==> src/rtl/cfgp_pkg.sv <==
package cfgp_pkg;
  localparam int WORD_W = 16;
  localparam int ADDR_W = 2;
  localparam int PAY_W  = WORD_W - ADDR_W;
  localparam int VOL_W  = PAY_W - 1;
  localparam int FLD_W  = 2;
  localparam int MODE_W = 4 * FLD_W;

  typedef enum logic [ADDR_W-1:0] {
    DST_LEFT  = 2'b00,
    DST_RIGHT = 2'b01,
    DST_MODE  = 2'b10,
    DST_RSVD  = 2'b11
  } dest_e;

  typedef struct packed {
    logic [FLD_W-1:0] deemph;
    logic [FLD_W-1:0] rate;
    logic [FLD_W-1:0] wlen;
    logic [FLD_W-1:0] fmt;
  } mode_t;

  typedef struct packed {
    logic             mute;
    logic [VOL_W-1:0] vol;
  } chan_t;

  localparam chan_t CHAN_DEFAULT = '{mute: 1'b0, vol: '1};
  localparam mode_t MODE_DEFAULT = '{deemph: 2'b00, rate: 2'b00, wlen: 2'b11, fmt: 2'b01};
endpackage

==> src/rtl/cfgp_sync.sv <==
module cfgp_sync #(
  parameter int W      = 1,
  parameter int STAGES = 2
) (
  input  logic         clk,
  input  logic         rst,
  input  logic [W-1:0] async_in,
  output logic [W-1:0] sync_out
);
  logic [W-1:0] stage_q [STAGES];

  for (genvar s = 0; s < STAGES; s++) begin : g_stage
    always_ff @(posedge clk or posedge rst) begin
      if (rst) stage_q[s] <= '0;
      else if (s == 0) stage_q[s] <= async_in;
      else stage_q[s] <= stage_q[(s == 0) ? 0 : s-1];
    end
  end

  assign sync_out = stage_q[STAGES-1];
endmodule

==> src/rtl/cfgp_rise.sv <==
module cfgp_rise (
  input  logic clk,
  input  logic rst,
  input  logic level,
  output logic rise
);
  logic prev_q;

  always_ff @(posedge clk or posedge rst) begin
    if (rst) prev_q <= 1'b0;
    else     prev_q <= level;
  end

  assign rise = level & ~prev_q;
endmodule

==> src/rtl/cfgp_shifter.sv <==
module cfgp_shifter #(
  parameter int W = 16,
  localparam int CNT_W = $clog2(W + 1)
) (
  input  logic             clk,
  input  logic             rst,
  input  logic             shift_en,
  input  logic             bit_in,
  input  logic             latch,
  output logic [W-1:0]     word,
  output logic [CNT_W-1:0] count,
  output logic             commit
);
  localparam logic [CNT_W-1:0] FULL = CNT_W'(W);

  logic [W-1:0]     sr_q;
  logic [CNT_W-1:0] cnt_q;

  always_ff @(posedge clk or posedge rst) begin
    if (rst) begin
      sr_q  <= '0;
      cnt_q <= '0;
    end else if (latch) begin
      cnt_q <= '0;
    end else if (shift_en) begin
      sr_q  <= {sr_q[W-2:0], bit_in};
      if (cnt_q != FULL) cnt_q <= cnt_q + 1'b1;
    end
  end

  assign word   = sr_q;
  assign count  = cnt_q;
  assign commit = latch && (cnt_q == FULL);
endmodule

==> src/rtl/cfgp_regbank.sv <==
module cfgp_regbank
  import cfgp_pkg::*;
(
  input  logic              clk,
  input  logic              rst,
  input  logic              commit,
  input  logic [WORD_W-1:0] word,
  output chan_t             left_q,
  output chan_t             right_q,
  output mode_t             mode_q
);
  dest_e             dest;
  logic [PAY_W-1:0]  payload;

  assign dest    = dest_e'(word[WORD_W-1 -: ADDR_W]);
  assign payload = word[PAY_W-1:0];

  always_ff @(posedge clk or posedge rst) begin
    if (rst) begin
      left_q  <= CHAN_DEFAULT;
      right_q <= CHAN_DEFAULT;
      mode_q  <= MODE_DEFAULT;
    end else if (commit) begin
      unique case (dest)
        DST_LEFT:  left_q  <= chan_t'(payload);
        DST_RIGHT: right_q <= chan_t'(payload);
        DST_MODE:  mode_q  <= mode_t'(payload[MODE_W-1:0]);
        DST_RSVD:  ;
      endcase
    end
  end
endmodule

==> src/rtl/cfgp_port.sv <==
module cfgp_port
  import cfgp_pkg::*;
#(
  parameter int SYNC_STAGES = 2,
  localparam int CNT_W = $clog2(WORD_W + 1)
) (
  input  logic             clk,
  input  logic             rst,
  input  logic             ctl_clk,
  input  logic             ctl_data,
  input  logic             ctl_latch,
  output logic [VOL_W-1:0] left_vol,
  output logic             left_mute,
  output logic [VOL_W-1:0] right_vol,
  output logic             right_mute,
  output logic [FLD_W-1:0] fmt_sel,
  output logic [FLD_W-1:0] word_len,
  output logic [FLD_W-1:0] rate_sel,
  output logic [FLD_W-1:0] deemph_sel
);
  logic [2:0]        pins_s;
  logic              sclk_rise;
  logic              latch_rise;
  logic [WORD_W-1:0] shift_word;
  logic [CNT_W-1:0]  bit_cnt;
  logic              commit;
  chan_t             left_q, right_q;
  mode_t             mode_q;

  cfgp_sync #(.W(3), .STAGES(SYNC_STAGES)) u_sync (
    .clk(clk), .rst(rst),
    .async_in({ctl_latch, ctl_data, ctl_clk}),
    .sync_out(pins_s)
  );

  cfgp_rise u_sclk_edge  (.clk(clk), .rst(rst), .level(pins_s[0]), .rise(sclk_rise));
  cfgp_rise u_latch_edge (.clk(clk), .rst(rst), .level(pins_s[2]), .rise(latch_rise));

  cfgp_shifter #(.W(WORD_W)) u_shift (
    .clk(clk), .rst(rst),
    .shift_en(sclk_rise), .bit_in(pins_s[1]), .latch(latch_rise),
    .word(shift_word), .count(bit_cnt), .commit(commit)
  );

  cfgp_regbank u_bank (
    .clk(clk), .rst(rst), .commit(commit), .word(shift_word),
    .left_q(left_q), .right_q(right_q), .mode_q(mode_q)
  );

  assign left_vol   = left_q.vol;
  assign left_mute  = left_q.mute;
  assign right_vol  = right_q.vol;
  assign right_mute = right_q.mute;
  assign fmt_sel    = mode_q.fmt;
  assign word_len   = mode_q.wlen;
  assign rate_sel   = mode_q.rate;
  assign deemph_sel = mode_q.deemph;
endmodule

==> config.mk <==
export PLATFORM = sky130hd
export DESIGN_NAME = cfgp_port
export DESIGN_NICKNAME = d
export VERILOG_FILES = /design/src/rtl/cfgp_pkg.sv /design/src/rtl/cfgp_sync.sv /design/src/rtl/cfgp_rise.sv /design/src/rtl/cfgp_shifter.sv /design/src/rtl/cfgp_regbank.sv /design/src/rtl/cfgp_port.sv
export SDC_FILE = /design/constraint.sdc
export NUM_CORES = 1
export LEC_CHECK = 0
export CAP_MARGIN = 10
export CORE_ASPECT_RATIO = 1.5
export CORE_UTILIZATION = 45
export CTS_BUF_LIST = sky130_fd_sc_hd__clkbuf_16
export DETAILED_ROUTE_END_ITERATION = 8
export GPL_TIMING_DRIVEN = 1
export HOLD_SLACK_MARGIN = 0.02
export MAX_ROUTING_LAYER = met4
export PLACE_DENSITY = 0.68
export RECOVER_POWER = 50
export SETUP_SLACK_MARGIN = 0.05
export SLEW_MARGIN = 20
export SYNTH_ARGS = -nofsm -noshare
export SYNTH_HDL_FRONTEND = slang
export SYNTH_SLANG_ARGS = --single-unit
==> constraint.sdc <==
create_clock -name clk -period 2.4 [get_ports clk]
set_input_delay 0.6 -clock clk [delete_from_list [all_inputs] [get_ports clk]]
set_output_delay 0.6 -clock clk [all_outputs]
set_load 0.03 [all_outputs]
== Yosys cells after proc, flatten, opt, wreduce, memory -nomap -nowiden ==
Index checks and enable logic that the tools add are counted.
Widths: inputs -> output; s select.

* Flip-flop bits (word level): 65
* Input port bits: 5
* Word-level logic and storage cells: 36
* RAM bits: 0
* Memories kept: 0
* Output and inout port bits: 36
* Bits in latches: 0
* Bits in read-only memories: 0

* Equal/unequal tests: 4
* Order comparisons: 0
* Shifts and indexed selects: 0
* Mux-type cells: 3
* Multipliers: 0
* Add/subtract/negate cells: 1
* Divide/modulo/power cells: 0
* Reduce and logical (&&, ||, !) cells: 9
* Bitwise gates (word level): 5

{| class="wikitable"
|+ Operators by type and width
! operator !! count
|-
| $mux 5 || 3
|-
| $reduce_and 2->1 || 5
|-
| $add 5x1->5 const B || 1
|-
| $eq 5x5->1 const B || 1
|-
| $ne 5x5->1 const B || 1
|-
| $reduce_bool 2->1 || 2
|-
| $not 1->1 || 3
|-
| $and 1x1->1 || 2
|-
| $eq 2x1->1 const B || 1
|-
| $eq 2x2->1 const B || 1
|-
| $logic_not 2->1 || 1
|-
| $logic_and 1x1->1 || 1
|}

== Logic depth before layout (Yosys ltp) ==
* Depth after elaboration: 4
* Gate-level depth with buffers: 7
* Depth with buffers taken out: 5

== Modules after synthesis ==
A second synthesis with hierarchy kept.

* Cells, all modules: 159
* Area, all modules: 2635.0 um^2

{| class="wikitable"
|+ By module, submodules not included
! module !! seq. area each (um^2) !! times used !! area an instance (um^2) !! cells an instance
|-
| cfgp_regbank || 937.1 || 1 || 1415.1 || 78
|-
| cfgp_shifter || 525.5 || 1 || 958.4 || 65
|-
| cfgp_sync || 150.1 || 1 || 176.4 || 10
|-
| cfgp_rise || 25.0 || 2 || 42.5 || 3
|}

== Least setup slack after synthesis ==
OpenSTA, ideal clock, no wires.

* Path kind: flip-flop to flip-flop
* From: register u_shift.cnt_q[0] (netlist: u_shift.count[0])
* To: register, netlist name u_bank.left_q[0]
* Arrival time: 1544 ps
* Setup slack: 774 ps
* Period minus slack after synthesis: 1626 ps
* Library setup time: 82 ps
* Required time: 2318 ps
* Buffers on the path: 2
* Cell stages (with the launch flop): 8
* Path through: dfrtp_1 -> inv_1 -> ha_1 -> and4bb_1 -> buf_6 -> nand3_4 -> buf_2 -> mux2_2

* Longest elaborated chain between the ends: 3

{| class="wikitable"
|+ Ends and longest elaborated chain
! element !! line !! source
|-
| from (decl) || cfgp_shifter.sv:17 || <nowiki>logic [CNT_W-1:0] cnt_q;</nowiki>
|-
| from (signal assigned) || cfgp_shifter.sv:27 || <nowiki>if (cnt_q != FULL) cnt_q <= cnt_q + 1'b1;</nowiki>
|-
| $eq 5x5->1 || cfgp_shifter.sv:33 || <nowiki>assign commit = latch && (cnt_q == FULL);</nowiki>
|-
| $logic_and 1x1->1 || cfgp_shifter.sv:33 ||
|-
| $reduce_and 2->1 (no line) || - ||
|}

Every way passes these cells.
A chain may end at the register's enable or synchronous reset.

== Final worst setup path ==
* From: register, netlist name u_bank.right_q[8]
* To: output port right_vol[8]

{| class="wikitable"
|+ RTL lines
! element !! line !! source
|-
| to (decl) || cfgp_port.sv:14 || <nowiki>output logic [VOL_W-1:0] right_vol,</nowiki>
|}

No word-level cell between the ends.

==> summary.txt <==
Hold Crit Class = flop to flop
Final nets = 211
CP max stage cell = clkdlybuf4s50_1
Row count = 33
Crit path kind = flop to primary output
Ys async rst share = 1.00
Core Util, Final = 0.616
Placed Instances = 263
Worst setup path end = right_vol[8]
WP data required = 1800 ps
Max-cap violations = 0
RSZ-0062 raised after global routing = no
Count leader, synth = mux2_2
CP max FO = 2
Initial DRC count = 41
CTS tree = done
Main area contributors after synthesis = dfrtp_1, dfstp_2, mux2_2
Gpl congestion = 0.751
Area of the multi-input gates = 850 µm²
Slew headroom = 0.240
Clk root buf = clkbuf_16
Register area share after synthesis = 0.648
DIE WIDTH = 63.7 µm
Die Ht = 94.5 µm
Power Density = 886 mW/mm²
Critical Path Source = u_bank.right_q[8]
Final Worst Setup Slack = 254 ps
Via density = 5.08
Final min period = 2150 ps
Least-Margin Pin Slew = 1140 ps
Post-synthesis average cell area = 16.6 µm²
Number of remaining DRC errors = 0
Fin Clk Skew = 7.35 ps
Initial Util = 0.467
Cells after Synth = 155
FF+latch area = 0.00166 mm²
Worst EP arrival = 1550 ps
Inserted Clock Buffers = 9
Number of fill cells = 426
Clock Sink Count = 65
WHS = 360 ps
Mapped cell area = 0.00257 mm²
Largest net degree at the start of global routing = 44
Post-CTS Setup Bufs = 0
Number of antenna violations at the first check in global routing = 0
Final setup vio count = 0
Layout cell share with drive strength beyond 1 = 0.493
Core region area = 0.00549 mm²
Reg2reg start = u_shift.count[0]
Die footprint = 0.00601 mm²
Library cells used by synthesis = 25
R2R Setup Slk = 390 ps
Startpoint types = flop
Number of flops mapped to enable cells by yosys = 0
CTS resizes = 0
Clock transition at the registers of the reported paths = 60 ps
DR WL/cell = 16.8 µm
Worst vdd ir = 0.000520 V
Final cell count without fillers = 279
1st-pass router iterations = 3
Final ANT Viol Nets = 0
Cell depth of the worst setup path = 1
Critical path, cell by cell = clkdlybuf4s50_1
GRT Total Usage = 0.189
Detailed placement HPWL = 3180 µm
Area grow syn2layout = 31.8%
Slew Limit Fails = 0
Vias in the first global route = 1628
Hold_buf cts = 0
Fmax achieved = 466 MHz
Yosys Warn Count = 0
Port Buf Inserts = 40
Cell family with most CP delay = buffers and inverters
Flops & latches, synth = 65
Final Hold Viols = 0
Top cell type's share of synthesized area = 0.351
First-pass GRT wire length = 8040 µm
Most frequent cells after synthesis = mux2_2, dfrtp_1, dfstp_2
Slowest Stage Delay on Critical Path = 680 ps
Setup tns final = 0 ps
CTS H-Tree Depth = 3
DR vias = 1418
Top-level I/O count = 41
Outcome = finished, final reports clean
Diode count = 0
Max clock buf depth = 2
Worst setup EP type = primary output
Worst r2r path cells = 5
Reg2reg end = u_bank.right_q[13]
Total grt overflow = 0
Syn_nets = 162
Detailed Route WL = 4690 µm
Pleak = 1.52 nW
Main flop type after synthesis = dfrtp_1
Buf+Inv Stages, Crit Path = 1
Worst-Skew Late Latency = 330 ps
Dpl ws = 401 ps
Final period util = 0.894
Cell taking the most area after synthesis = dfrtp_1
==> cell usage in the layout, fill, tap and decap left out, types with 3 or more instances in the layout <==
cell,instances
o21ai_0,3
nand2_1,3
mux2_4,10
mux2_2,42
dlygate4sd3_1,4
clkdlybuf4s50_1,36
dfrtp_1,36
bufinv_16,3
a21oi_1,4
nand2b_1,3
dfstp_2,29
clkbuf_16,9
inv_6,3
==> layout make-up <==
type                    count  share of cell area
multi-input cells          81               0.251
repair buffers             44               0.124
well taps                  70              0.0259
flip-flops and latches     65               0.492
clock buffers               9              0.0666
clock inverters             7              0.0370
inverters                   3             0.00333
==> flip-flops by register name, indices dropped and copies added, names as in the netlist <==
register,cells
u_bank.left_q,14
u_latch_edge.prev_q,1
u_sync.stage_q,3
u_shift.word,16
u_sclk_edge.prev_q,1
u_sync.sync_out,3
u_bank.mode_q,8
u_shift.count,5
u_bank.right_q,14
==> layer usage <==
layer / part of all wire / wire length [µm] / GRT usage / up-vias
li1: - / - / - / 651
met1: 0.40 / 1900 / 0.213 / 723
met2: 0.55 / 2560 / 0.308 / 31
met3: 0.029 / 134 / 0.0386 / 13
met4: 0.021 / 98 / 0.117 / 0
met5: 0 / 0 / - / -
==> cell families (layout without fill, tap and decap cells) <==
kind of cell	count (synthesis)	in the layout	synth area share
DFF	65	65	0.648
muxes	52	52	0.243
and+or+nand+nor	18	18	0.0590
AOI/OAI and AO/OA	9	9	0.0195
buffers and inverters	9	63	0.0210
adders and majority gates	2	2	0.00975
==> worst min path at each step <==
| stage | startpoint | to | slack [ps] | depth (start not counted) |
|---|---|---|---|---|
| 2_1_floorplan | u_sync.stage_q[3] | u_sync.sync_out[0] | 330 | 0 |
| 3_3_place_gp | u_sync.stage_q[4] | u_sync.sync_out[1] | 340 | 0 |
| 3_5_place_dp | u_sync.stage_q[3] | u_sync.sync_out[0] | 340 | 0 |
| 4_1_cts | u_sync.stage_q[4] | u_sync.sync_out[1] | 360 | 0 |
| 5_1_grt | u_sync.stage_q[4] | u_sync.sync_out[1] | 370 | 0 |
| 6_report | u_sync.stage_q[4] | u_sync.sync_out[1] | 360 | 0 |
==> power by group <==
part / switching (mW) / internal, mW
logic: 0.0666 / 0.0989
clock network: 0.482 / 1.03
registers: 0.116 / 1.21
total: 0.665 / 2.33
==> per-stage QoR <==
step / area [µm²] / power (mW)
after CTS: 3390 / 3.04
after detailed placement: 3040 / 1.52
after global placement: 3040 / 1.50
after floorplan: 2570 / 1.44
after global routing: 3380 / 3.10
final: 3380 / 3.00
No activity file was read; power rests on OpenSTA's default activity.
